<file path="src/rtl/cud_pkg.sv">
package cud_pkg;
  localparam int CMD_W    = 8;
  localparam int DATA_W   = 16;
  localparam int ADDR_W   = CMD_W + DATA_W;
  localparam int N_UNLOCK = 5;
  localparam int N_WORDS  = 6;
  localparam int N_FLAGS  = 3;

  localparam logic [CMD_W-1:0] CMD_OPTIONS = 8'hE2;
  localparam logic [DATA_W-1:0] EXT_KEY    = 16'h0630;

  // word register command codes, index order = output order
  localparam logic [CMD_W-1:0] WORD_CODE [N_WORDS] =
    '{8'h37, 8'hEE, 8'hDA, 8'hC4, 8'hE0, 8'h90};

  // option flag set / clear data codes
  localparam logic [DATA_W-1:0] FLAG_SET [N_FLAGS] = '{16'h1500, 16'hDD00, 16'h7E00};
  localparam logic [DATA_W-1:0] FLAG_CLR [N_FLAGS] = '{16'hD200, 16'h3900, 16'h9400};

  function automatic logic [ADDR_W-1:0] unlock_step(input int idx);
    logic [ADDR_W-1:0] v;
    case (idx)
      0:       v = {8'hFF, 16'hD200};
      1:       v = {8'h00, 16'h1500};
      2:       v = {8'h01, 16'hD200};
      3:       v = {8'h02, 16'h1500};
      default: v = {8'hFE, 16'h1500};
    endcase
    return v;
  endfunction
endpackage

</file>
<file path="src/rtl/cud_rst_sync.sv">
module cud_rst_sync #(
  parameter int STAGES = 2
) (
  input  logic clk,
  input  logic rst_n,
  output logic rst_n_sync
);
  logic [STAGES-1:0] sync_q;

  always_ff @(posedge clk or negedge rst_n) begin
    if (!rst_n) sync_q <= '0;
    else        sync_q <= {sync_q[STAGES-2:0], 1'b1};
  end

  assign rst_n_sync = sync_q[STAGES-1];
endmodule

</file>
<file path="src/rtl/cud_unlock_seq.sv">
module cud_unlock_seq
  import cud_pkg::*;
#(
  parameter int STEPS = N_UNLOCK
) (
  input  logic              clk,
  input  logic              rst_n,
  input  logic              acc_vld,
  input  logic [ADDR_W-1:0] acc_word,
  output logic              armed,
  output logic              cmd_fire
);
  localparam int SW = $clog2(STEPS + 1);

  logic [SW-1:0] step_q, step_d;
  logic          hit_next, hit_first;

  assign armed     = (step_q == SW'(STEPS));
  assign cmd_fire  = acc_vld && armed;
  assign hit_first = (acc_word == unlock_step(0));

  always_comb begin
    hit_next = 1'b0;
    for (int i = 0; i < STEPS; i++) begin
      if (step_q == SW'(i) && acc_word == unlock_step(i)) hit_next = 1'b1;
    end
  end

  always_comb begin
    step_d = step_q;
    if (acc_vld) begin
      if (armed)          step_d = '0;
      else if (hit_next)  step_d = step_q + 1'b1;
      else if (hit_first) step_d = SW'(1);
      else                step_d = '0;
    end
  end

  always_ff @(posedge clk or negedge rst_n) begin
    if (!rst_n)       step_q <= '0;
    else if (acc_vld) step_q <= step_d;
  end
endmodule

</file>
<file path="src/rtl/cud_cmd_regs.sv">
module cud_cmd_regs
  import cud_pkg::*;
(
  input  logic                            clk,
  input  logic                            rst_n,
  input  logic                            fire,
  input  logic [CMD_W-1:0]                cmd,
  input  logic [DATA_W-1:0]               data,
  output logic [N_WORDS-1:0][DATA_W-1:0]  words,
  output logic [N_FLAGS-1:0]              flags
);
  genvar gi;

  generate
    for (gi = 0; gi < N_WORDS; gi++) begin : g_word
      logic [DATA_W-1:0] q;
      logic              en;
      assign en = fire && (cmd == WORD_CODE[gi]);
      always_ff @(posedge clk or negedge rst_n) begin
        if (!rst_n)  q <= '0;
        else if (en) q <= data;
      end
      assign words[gi] = q;
    end

    for (gi = 0; gi < N_FLAGS; gi++) begin : g_flag
      logic q, d, en;
      assign en = fire && (cmd == CMD_OPTIONS) &&
                  (data == FLAG_SET[gi] || data == FLAG_CLR[gi]);
      assign d  = (data == FLAG_SET[gi]);
      always_ff @(posedge clk or negedge rst_n) begin
        if (!rst_n)  q <= 1'b0;
        else if (en) q <= d;
      end
      assign flags[gi] = q;
    end
  endgenerate
endmodule

</file>
<file path="src/rtl/cmd_unlock_decoder.sv">
module cmd_unlock_decoder
  import cud_pkg::*;
(
  input  logic              clk,
  input  logic              rst_n,
  input  logic              rd_strobe,
  input  logic [23:0]       bus_addr,
  output logic              mem_rd,
  output logic [23:0]       mem_addr,
  output logic [15:0]       ctrl_main,
  output logic [15:0]       ctrl_aux,
  output logic [15:0]       io_status,
  output logic [15:0]       game_bank,
  output logic [15:0]       sram_bank,
  output logic [15:0]       id_mode,
  output logic              psram_wr_en,
  output logic              wide_wr_en,
  output logic              wide_rd_en,
  output logic              ext_addr_en
);
  logic                           rst_n_int;
  logic                           armed, cmd_fire;
  logic [N_WORDS-1:0][DATA_W-1:0] words;
  logic [N_FLAGS-1:0]             flags;

  cud_rst_sync #(.STAGES(2)) u_rst (
    .clk(clk), .rst_n(rst_n), .rst_n_sync(rst_n_int)
  );

  cud_unlock_seq u_seq (
    .clk(clk), .rst_n(rst_n_int), .acc_vld(rd_strobe),
    .acc_word(bus_addr), .armed(armed), .cmd_fire(cmd_fire)
  );

  cud_cmd_regs u_regs (
    .clk(clk), .rst_n(rst_n_int), .fire(cmd_fire),
    .cmd(bus_addr[ADDR_W-1:DATA_W]), .data(bus_addr[DATA_W-1:0]),
    .words(words), .flags(flags)
  );

  assign mem_rd      = rd_strobe && !armed;
  assign mem_addr    = bus_addr;
  assign ctrl_main   = words[0];
  assign ctrl_aux    = words[1];
  assign io_status   = words[2];
  assign game_bank   = words[3];
  assign sram_bank   = words[4];
  assign id_mode     = words[5];
  assign psram_wr_en = flags[0];
  assign wide_wr_en  = flags[1];
  assign wide_rd_en  = flags[2];
  assign ext_addr_en = (ctrl_aux == EXT_KEY);
endmodule

</file>
<file path="config.mk">
export PLATFORM = sky130hd
export DESIGN_NAME = cmd_unlock_decoder
export DESIGN_NICKNAME = d
export VERILOG_FILES = /design/src/rtl/cud_pkg.sv /design/src/rtl/cud_rst_sync.sv /design/src/rtl/cud_unlock_seq.sv /design/src/rtl/cud_cmd_regs.sv /design/src/rtl/cmd_unlock_decoder.sv
export SDC_FILE = /design/constraint.sdc
export NUM_CORES = 1
export LEC_CHECK = 0
export BUFFER_PORTS_ARGS = -buffer_cell sky130_fd_sc_hd__buf_2
export CAP_MARGIN = 20
export CORE_MARGIN = 1.5
export CORE_UTILIZATION = 54
export DETAILED_ROUTE_END_ITERATION = 10
export GPL_TIMING_DRIVEN = 0
export PLACE_DENSITY = 0.85
export REMOVE_ABC_BUFFERS = 1
export SYNTH_ARGS = -nofsm -noshare
export SYNTH_HDL_FRONTEND = slang
export SYNTH_SLANG_ARGS = --single-unit
</file>
<file path="constraint.sdc">
create_clock -name clk -period 8.5 [get_ports clk]
set_input_delay 0.425 -clock clk [delete_from_list [all_inputs] [get_ports clk]]
set_output_delay 0.425 -clock clk [all_outputs]
set_load 0.1 [all_outputs]
</file>
* After elaboration in Yosys (flattened, before gate mapping) *
Index checks and enable logic that the tools add are counted.

storage, ports and cells
  register bits after elaboration = 104
  output and inout port bits = 125
  word-level logic and storage cells = 66

operators by class
  add/sub/neg operators = 1
  equality and inequality tests = 24
  mux-type cells = 8
  reduce and logical (&&, ||, !) cells = 22

operators by type and width
  operator                number
  $eq A16 B16 Y1 const B  3
  $eq A24 B24 Y1 const B  2
  $eq A8 B8 Y1 const B    6
  $eq A24 B13 Y1 const B  1
  $eq A24 B17 Y1 const B  1
  $eq A24 B18 Y1 const B  1
  $logic_and A1 B1 Y1     17
  $eq A16 B11 Y1 const B  1
  $eq A16 B13 Y1 const B  1
  $eq A16 B14 Y1 const B  1
  $eq A16 B15 Y1 const B  1
  $eq A8 B6 Y1 const B    1
  $eq A3 B2 Y1 const B    2
  $eq A3 B3 Y1 const B    2
  $mux W1                 6
  $mux W3                 2
  $add A3 B1 Y3 const B   1
  $eq A3 B1 Y1 const B    1
  $logic_not A3 Y1        1
  $logic_or A1 B1 Y1      3
  $logic_not A1 Y1        1

* Longest topological paths before layout *
Gate-level depths: netlist of the first run.

  depth after elaboration = 9
  mapped depth = 8
  depth with buffers taken out = 7

* Cells and area by module *
From an unflattened synthesis of the first run, not the netlist that was laid out.

second synthesis, totals
  cell total of the unflattened synthesis = 330
  area total of the unflattened synthesis = 4659.5 µm²

modules (own cells, without submodules)
  module              times used  cells an instance  area an instance (µm²)  sequential area each (µm²)
  cud_cmd_regs        1           255                3978.8                  2477.4
  cud_unlock_seq      1           42                 385.4                   75.1
  cmd_unlock_decoder  1           30                 241.5                   0.0
  cud_rst_sync        1           3                  53.8                    50.0

* Least setup slack after synthesis of the first run *
OpenSTA, ideal clock, no wires.

  path kind = register -> register
  start = reg u_seq.step_q[0]
  end = reg u_seq.step_q[0]
  library setup time = 0.098 ns
  arrival time = 3.550 ns
  required time = 8.402 ns
  slack = 4.852 ns
  cell stages (with the launch flop) = 5
  path buffers = 0
  period minus slack after synthesis = 3.648 ns
  cell sequence = dfrtp_1 ha_1 a21boi_0 o21ai_1 o211ai_1

on the way
  word-level cells in the longest chain between the ends = 9
  elaborated cells between the ends (all ways) = 19
  those cells by class = add/sub: 1; eq/ne: 5; mux: 7; reduce/logical: 6

ends and longest elaborated chain
  item                    line                  source
  start, declared         cud_unlock_seq.sv:15  logic [SW-1:0] step_q, step_d;
  start signal, assigned  cud_unlock_seq.sv:41  else if (acc_vld) step_q <= step_d;
  $logic_not A3 Y1        cud_unlock_seq.sv:25  if (step_q == SW'(i) && acc_word == unlock_step(i)) hit_next = 1'b1;
  $logic_and A1 B1 Y1     cud_unlock_seq.sv:25
  $mux W1 (5 in series)   cud_unlock_seq.sv:25
  $mux W3                 cud_unlock_seq.sv:33  else if (hit_next) step_d = step_q + 1'b1;
  $mux W3 *               cud_unlock_seq.sv:32  if (armed) step_d = '0;

Every way passes the cells marked *; elsewhere a longest branch is shown, timed or not.
A chain may end at the register's enable or synchronous reset.

* Worst setup path in the final report of the first run *
  start = reg u_seq.step_q[1]
  end = reg u_regs.g_word[2].q[8]

on the way
  word-level cells in the longest chain between the ends = 3

ends and longest elaborated chain
  item                  line                  source
  $eq A3 B3 Y1          cud_unlock_seq.sv:18  assign armed = (step_q == SW'(STEPS));
  $logic_and A1 B1 Y1   cud_unlock_seq.sv:19  assign cmd_fire = acc_vld && armed;
  $logic_and A1 B1 Y1   cud_cmd_regs.sv:18    assign en = fire && (cmd == WORD_CODE[gi]);
  end signal, assigned  cud_cmd_regs.sv:21    else if (en) q <= data;
  end, declared         cud_cmd_regs.sv:16    logic [DATA_W-1:0] q;

Every way passes these cells.

==> results.yml, run 1 <==
detailed_routing:
  firstDrtPassIters: 4
  antenna_left: 0
  via_per_inst: 5.53
  vias: 3070
  drc_errors: 0
  drtIter0Drc: 98
  post_drt_wl_per_cell_um: 18.2
  routed_wl_mm: 10.1
power:
  switchingPower_mw: 0.244
  p_sw_share_pct: 27.4
  combPwrFrac_pct: 9.4
  p_total_mw: 0.890
  p_int_mw: 0.646
  vdd_drop_max_uv: 107
  seqPwrFrac_pct: 56.0
  power.leakage_nw: 3.05
  p_per_area_nw_per_um2: 165
  clock_power_share_pct: 34.6
synthesis:
  avgSynthCellArea_um2: 14.2
  synthesis.area_um2: 4510
  yosysSeqAreaShare_pct: 57.7
  synth_commonest_cells: "104 x dfrtp_1, 96 x mux2_2, 25 x buf_4"
  ys_types: 43
  synth_top_cell_area_share_pct: 57.7
  synth_edf_count: 0
  yosys_warnings: 0
  synthArstFlopShare_pct: 100
  synth_most_common_cell: "dfrtp_1"
  postSynthCellCount: 318
  synthTopCellsByArea: "dfrtp_1 58%, mux2_2 24%, buf_4 4.2%, ha_1 1.4%, nor4b_1 1.2%"
  ys_ff_latch: 104
  synth_ff_type: "dfrtp_1"
  yosysTopAreaCell: "dfrtp_1"
floorplan:
  num_rows: 33
  fp.coreArea_um2: 8130
  start_util_pct: 55.4
  fp.dieW_um: 94.4
  ioPinCount: 152
  dieArea_um2: 8900
  die_h_um: 94.4
worst_setup_path:
  critPathRequiredTime_ns: 8.74
  path_class: "flip-flop to flip-flop"
  critPathCaptureType: "flip-flop"
  cp_max_fo: 16
  cp-start-kind: "flip-flop"
  arrival_ns: 2.81
job:
  drv_cap: 0
global_routing:
  overflow: 0
  track_usage_pct: 23.0
  first_global_vias: 3034
  use_met1_pct: 29.1
  antenna_found_initial: 0
  grt_max_degree: 68
  busiest_layer: "met2"
  grt_use_met2_pct: 38.4
  grt_pass1_wl_mm: 15.4
  grt.met3_usage_pct: 6.36
clocking:
  ctsResizeCount: 0
  clk_path_buf_depth: 2
  clockRootBuffer: "clkbuf_8"
  cts_sinks: 104
  cts-buffers-inserted: 9
  cts_max_level: 3
  clkTransAtPathRegs_ns: 0.10
  clkLatencyLatePin_ns: 0.36
  cts_tree: "yes"
layout:
  areaGrowthSynthToFinish_pct: 19.9
  diodes: 0
  nets: 477
  fill_cells: 618
  seq_area_um2: 2610
  multi_input_area_um2: 1640
  drive_above_1_share_pct: 60.0
status:
  status: "complete, no violations"
sta:
  max_freq_mhz: 389
  setup_ws_ns: 5.93
  max_slew.worst_pin.slew_ns: 1.04
  setup_viol: 0
  skew_ns: 0.0105
  maxSlewViolCount: 0
  finalSetupTns_ns: 0
  maxSlewHeadroom_pct: 30.4
  hold_violations: 0
  finalCritPeriodShare_pct: 30.2
  rsz0062_at_grt: "false"
  min_period_ns: 2.57
placement:
  io_buffers: 151
  place_ws_ns: 5.73
  gp_congestion: 0.816
  hpwl_mm: 6.95
hold_path:
  hold_class: "flip-flop to async pin"
-- registers in the layout, indices dropped and copies added (netlist names) --
| signal | count |
|---|---|
| u_seq.step_q | 3 |
| u_rst.sync_q | 2 |
| u_regs.g_flag.q | 3 |
| u_regs.g_word.q | 96 |
-- critical path, cell delays in order, from the launching register on --
cell,delay [ns]
dfrtp_1,0.41
inv_1,0.10
ha_1,0.22
nand3_2,0.12
nor3b_1,0.30
nand3_1,0.74
mux2_2,0.56
-- per-stage QoR --
stage	std cells	util [%]	area, um^2	hold WS [ns]
2_1_floorplan	280	-	4270	0.129
3_3_place_gp	536	63.4	5150	0.212
3_5_place_dp	537	63.7	5180	0.214
4_1_cts	554	66.3	5390	0.307
5_1_grt	555	66.4	5400	0.311
6_report	555	66.4	5400	0.311
-- layout make-up --
type	count	area share (%)
clock inverters	6	1.25
multi-input cells	169	30.3
flip-flops and latches	104	48.3
inverters	7	0.486
repair buffers	154	14.9
clock buffers	10	2.36
well taps	105	2.43
-- layout by cell type, fill, tap and decap left out, drive strengths merged, types with 2 or more instances in the layout --
cell	n
a21boi	2
a31oi	2
and3	4
and4	2
buf	153
clkbuf	10
clkinv	2
clkinvlp	2
dfrtp	104
ha	5
inv	8
mux2	96
nand2	3
nand2b	2
nand3	6
nand4	3
nand4b	2
nor2	5
nor3b	3
nor4	6
nor4b	6
nor4bb	2
o211ai	2
o22ai	2
-- power groups by stage --
stage,Combinational [mW],Sequential (mW),Clock (mW)
4_1_cts,0.0838,0.499,0.317
2_1_floorplan,0.00680,0.512,0
3_3_place_gp,0.0749,0.514,0
6_report,0.0833,0.498,0.308
3_5_place_dp,0.0834,0.508,0
5_1_grt,0.0879,0.499,0.331
-- layer usage --
layer | vias to the layer above | wire (um)
met4 | 0 | 117
met5 | - | 0
met1 | 1556 | 4280
met2 | 133 | 4910
li1 | 1371 | -
met3 | 10 | 789
-- path summary, 6_finish.rpt --
path                                      start                endpoint  slack [ns]  cells after the start
worst max-delay path            u_seq.step_q[1]   u_regs.g_word[2].q[8]        5.93                      6
max in group asynchronous       u_rst.sync_q[1]         u_seq.step_q[2]        7.48                      1
min in group clk                      rd_strobe         u_seq.step_q[2]        0.33                      2
worst max register to register  u_seq.step_q[1]   u_regs.g_word[2].q[8]        5.93                      6
worst min-delay path            u_rst.sync_q[1]  u_regs.g_word[0].q[12]        0.31                      0
worst min register to register  u_rst.sync_q[1]  u_regs.g_word[0].q[12]        0.31                      0
-- what timing repair did --
action,CTS,global route
hold buffers,1,0
endpoints found under the hold margin,2,0
setup endpoints to repair,0,0
setup buffers,0,0
-- cells by family (layout without fill, tap and decap cells) --
| family | Yosys count | in the layout | synth area share, % |
|---|---|---|---|
| flops | 104 | 104 | 57.7 |
| compound gates | 14 | 14 | 2.25 |
| other cells | 1 | 1 | 0.0832 |
| simple gates | 53 | 53 | 8.63 |
| buf+inv | 45 | 177 | 5.91 |
| mux | 96 | 96 | 24.0 |
| fa+ha+maj | 5 | 5 | 1.39 |
Note: power is estimated with default switching activity, not from simulation.
==> run 2, diff against run 1 <==
- CORE_UTILIZATION: 54 -> 50
- PLACE_DENSITY: 0.85 -> 0.79
- clock period: 8.5 -> 2.4 ns (I/O delays scaled with it)
==> run 2 against run 1 <==
  * Setup slack got worse by 5.8 ns
  * Clock skew is 0.00095 ns lower
  * First-iteration DRC count is 39% lower
  * Sequential power increased to 3.6 times the previous value
  * Core utilization shrank 3.8 points
  * Register-to-register slack lost 5.8 ns
  * Critical path depth up 2
  * Total power increased to 3.5 times the previous value
  * Combinational power grew to 3.5 times the previous value
  * Clock power grew to 3.3 times the previous value
==> results.yml, run 2 (synthesis results as in run 1) <==
clocking:
  clockRootBuffer: "clkbuf_8"
  cts_max_level: 3
  cts-buffers-inserted: 9
  clk_path_buf_depth: 2
  cts_sinks: 104
  cts_tree: "yes"
  clkTransAtPathRegs_ns: 0.10
  clkLatencyLatePin_ns: 0.37
power:
  p_total_mw: 3.08
  p_per_area_nw_per_um2: 564
  vdd_drop_max_uv: 392
  power.leakage_nw: 3.07
worst_setup_path:
  path_delay_family: "simple AND/OR/NAND/NOR gates"
  timing.rr.end: "u_regs.g_flag[1].q"
  critPathCaptureType: "flip-flop"
  crit_chain: "inv_2, ha_2, nand3_2, or4_4, nor4_4, buf_4, nand4_1, o2bb2a_2"
  arrival_ns: 2.59
  ff2ff_path_depth: 8
  cp_max_fo: 4
  cp-start-kind: "flip-flop"
  path_buf_inv: 2
  rrSetupSlack_ns: 0.12
  crit_path_top_delay_cell: "or4_4"
  cp_slowest_stage_delay_ns: 0.57
  path_class: "flip-flop to flip-flop"
  reg2reg_from: "u_seq.step_q[1]"
  critPathRequiredTime_ns: 2.70
layout:
  reg_top3: "u_regs.g_word.q: 96 flops, u_regs.g_flag.q: 3 flops, u_seq.step_q: 3 flops"
  fill_cells: 699
  postLayoutCoreUtil_pct: 62.6
  diodes: 0
  final_common_cell: "buf_2"
  layout_common_cells: "151 x buf_2, 103 x dfrtp_1, 96 x mux2_2"
  drive_above_1_share_pct: 61.8
  instances_no_fill: 563
  largest_reg_flops: 96
  regMostFlops: "u_regs.g_word.q"
  multi_input_area_um2: 1660
  nets: 482
  areaGrowthSynthToFinish_pct: 21.2
  seq_area_um2: 2610
global_routing:
  grt_pass1_wl_mm: 16.3
  use_met1_pct: 28.5
  overflow: 0
  grt_max_degree: 57
  grt.met3_usage_pct: 6.08
  first_global_vias: 3124
  grt_use_met2_pct: 35.2
  antenna_found_initial: 0
  busiest_layer: "met2"
  track_usage_pct: 21.5
hold_path:
  hold_end: "u_seq.step_q[2]"
  hold_class: "input pin to flip-flop"
  holdCritStartpoint: "rd_strobe"
  holdPathStages: 2
sta:
  setup_viol: 0
  max_freq_mhz: 438
  max_slew.worst_pin.slew_ns: 0.942
  min_period_ns: 2.28
  hold_violations: 0
  finalSetupTns_ns: 0
  skew_ns: 0.00953
  rsz0062_at_grt: "false"
  whs_ns: 0.0315
  maxSlewHeadroom_pct: 37.2
  finalCritPeriodShare_pct: 95.1
  maxSlewViolCount: 0
detailed_routing:
  via_per_inst: 5.54
  drtIter0Drc: 60
  vias: 3117
  routed_wl_mm: 10.2
  post_drt_wl_per_cell_um: 18.0
  antenna_left: 0
  drc_errors: 0
  firstDrtPassIters: 4
placement:
  dp.cells: 541
  hpwl_mm: 6.99
  io_buffers: 151
  gp_congestion: 0.884
floorplan:
  num_rows: 34
  dieArea_um2: 9590
  die_h_um: 97.9
  fp.coreArea_um2: 8720
  fp.dieW_um: 97.9
  start_util_pct: 51.7
  ioPinCount: 152
status:
  status: "complete, no violations"
job:
  drv_cap: 0
-- run 2: cell type report --
type	count	share of cell area, %
Multi-Input combinational cell	169	30.4
Timing Repair Buffer	159	15.7
Clock inverter	7	1.01
Clock buffer	9	2.27
Inverter	7	0.481
Sequential cell	104	47.7
Tap cell	108	2.47
-- run 2: layer usage --
metal | share of wire (%) | wire (um)
met4 | 0.90 | 91
met1 | 44 | 4500
met2 | 48 | 4900
met5 | 0 | 0
met3 | 6.5 | 663
-- run 2: report_power, final --
| group | internal [mW] | leakage (nW) | switching (mW) |
|---|---|---|---|
| clock network | 0.391 | 0.0919 | 0.625 |
| registers | 1.75 | 1.44 | 0.0157 |
| logic | 0.0465 | 1.54 | 0.246 |
-- run 2: worst max path at each step --
stage / slack [ns] / from / to / cells past startpoint
after floorplan: -1.25 / u_seq.step_q[0] / u_seq.step_q[0] / 4
after global placement: -1.71 / u_rst.sync_q[1] / u_regs.g_word[0].q[13] / 0
after detailed placement: -0.21 / u_seq.step_q[1] / u_regs.g_word[2].q[3] / 6
after CTS: 0.01 / u_seq.step_q[1] / u_regs.g_word[1].q[3] / 6
after global routing: 0.004 / u_seq.step_q[0] / u_regs.g_flag[1].q / 7
final: 0.12 / u_seq.step_q[1] / u_regs.g_flag[1].q / 8
-- run 2: through the flow --
stage          worst slack, ns  instance area (um^2)
6_report                 0.117                  5460
5_1_grt                0.00422                  5460
4_1_cts                 0.0125                  5410
3_5_place_dp            -0.212                  5200
3_3_place_gp             -1.71                  5160
2_1_floorplan            -1.25                  4270
-- run 2: repair_timing --
item,in CTS,in global routing
pin swaps,1,2
endpoints found under the hold margin,2,0
gates resized for setup,3,3
hold buffers,1,0
setup endpoints to repair,40,49
buffers inserted,1,4
cloned,0,0
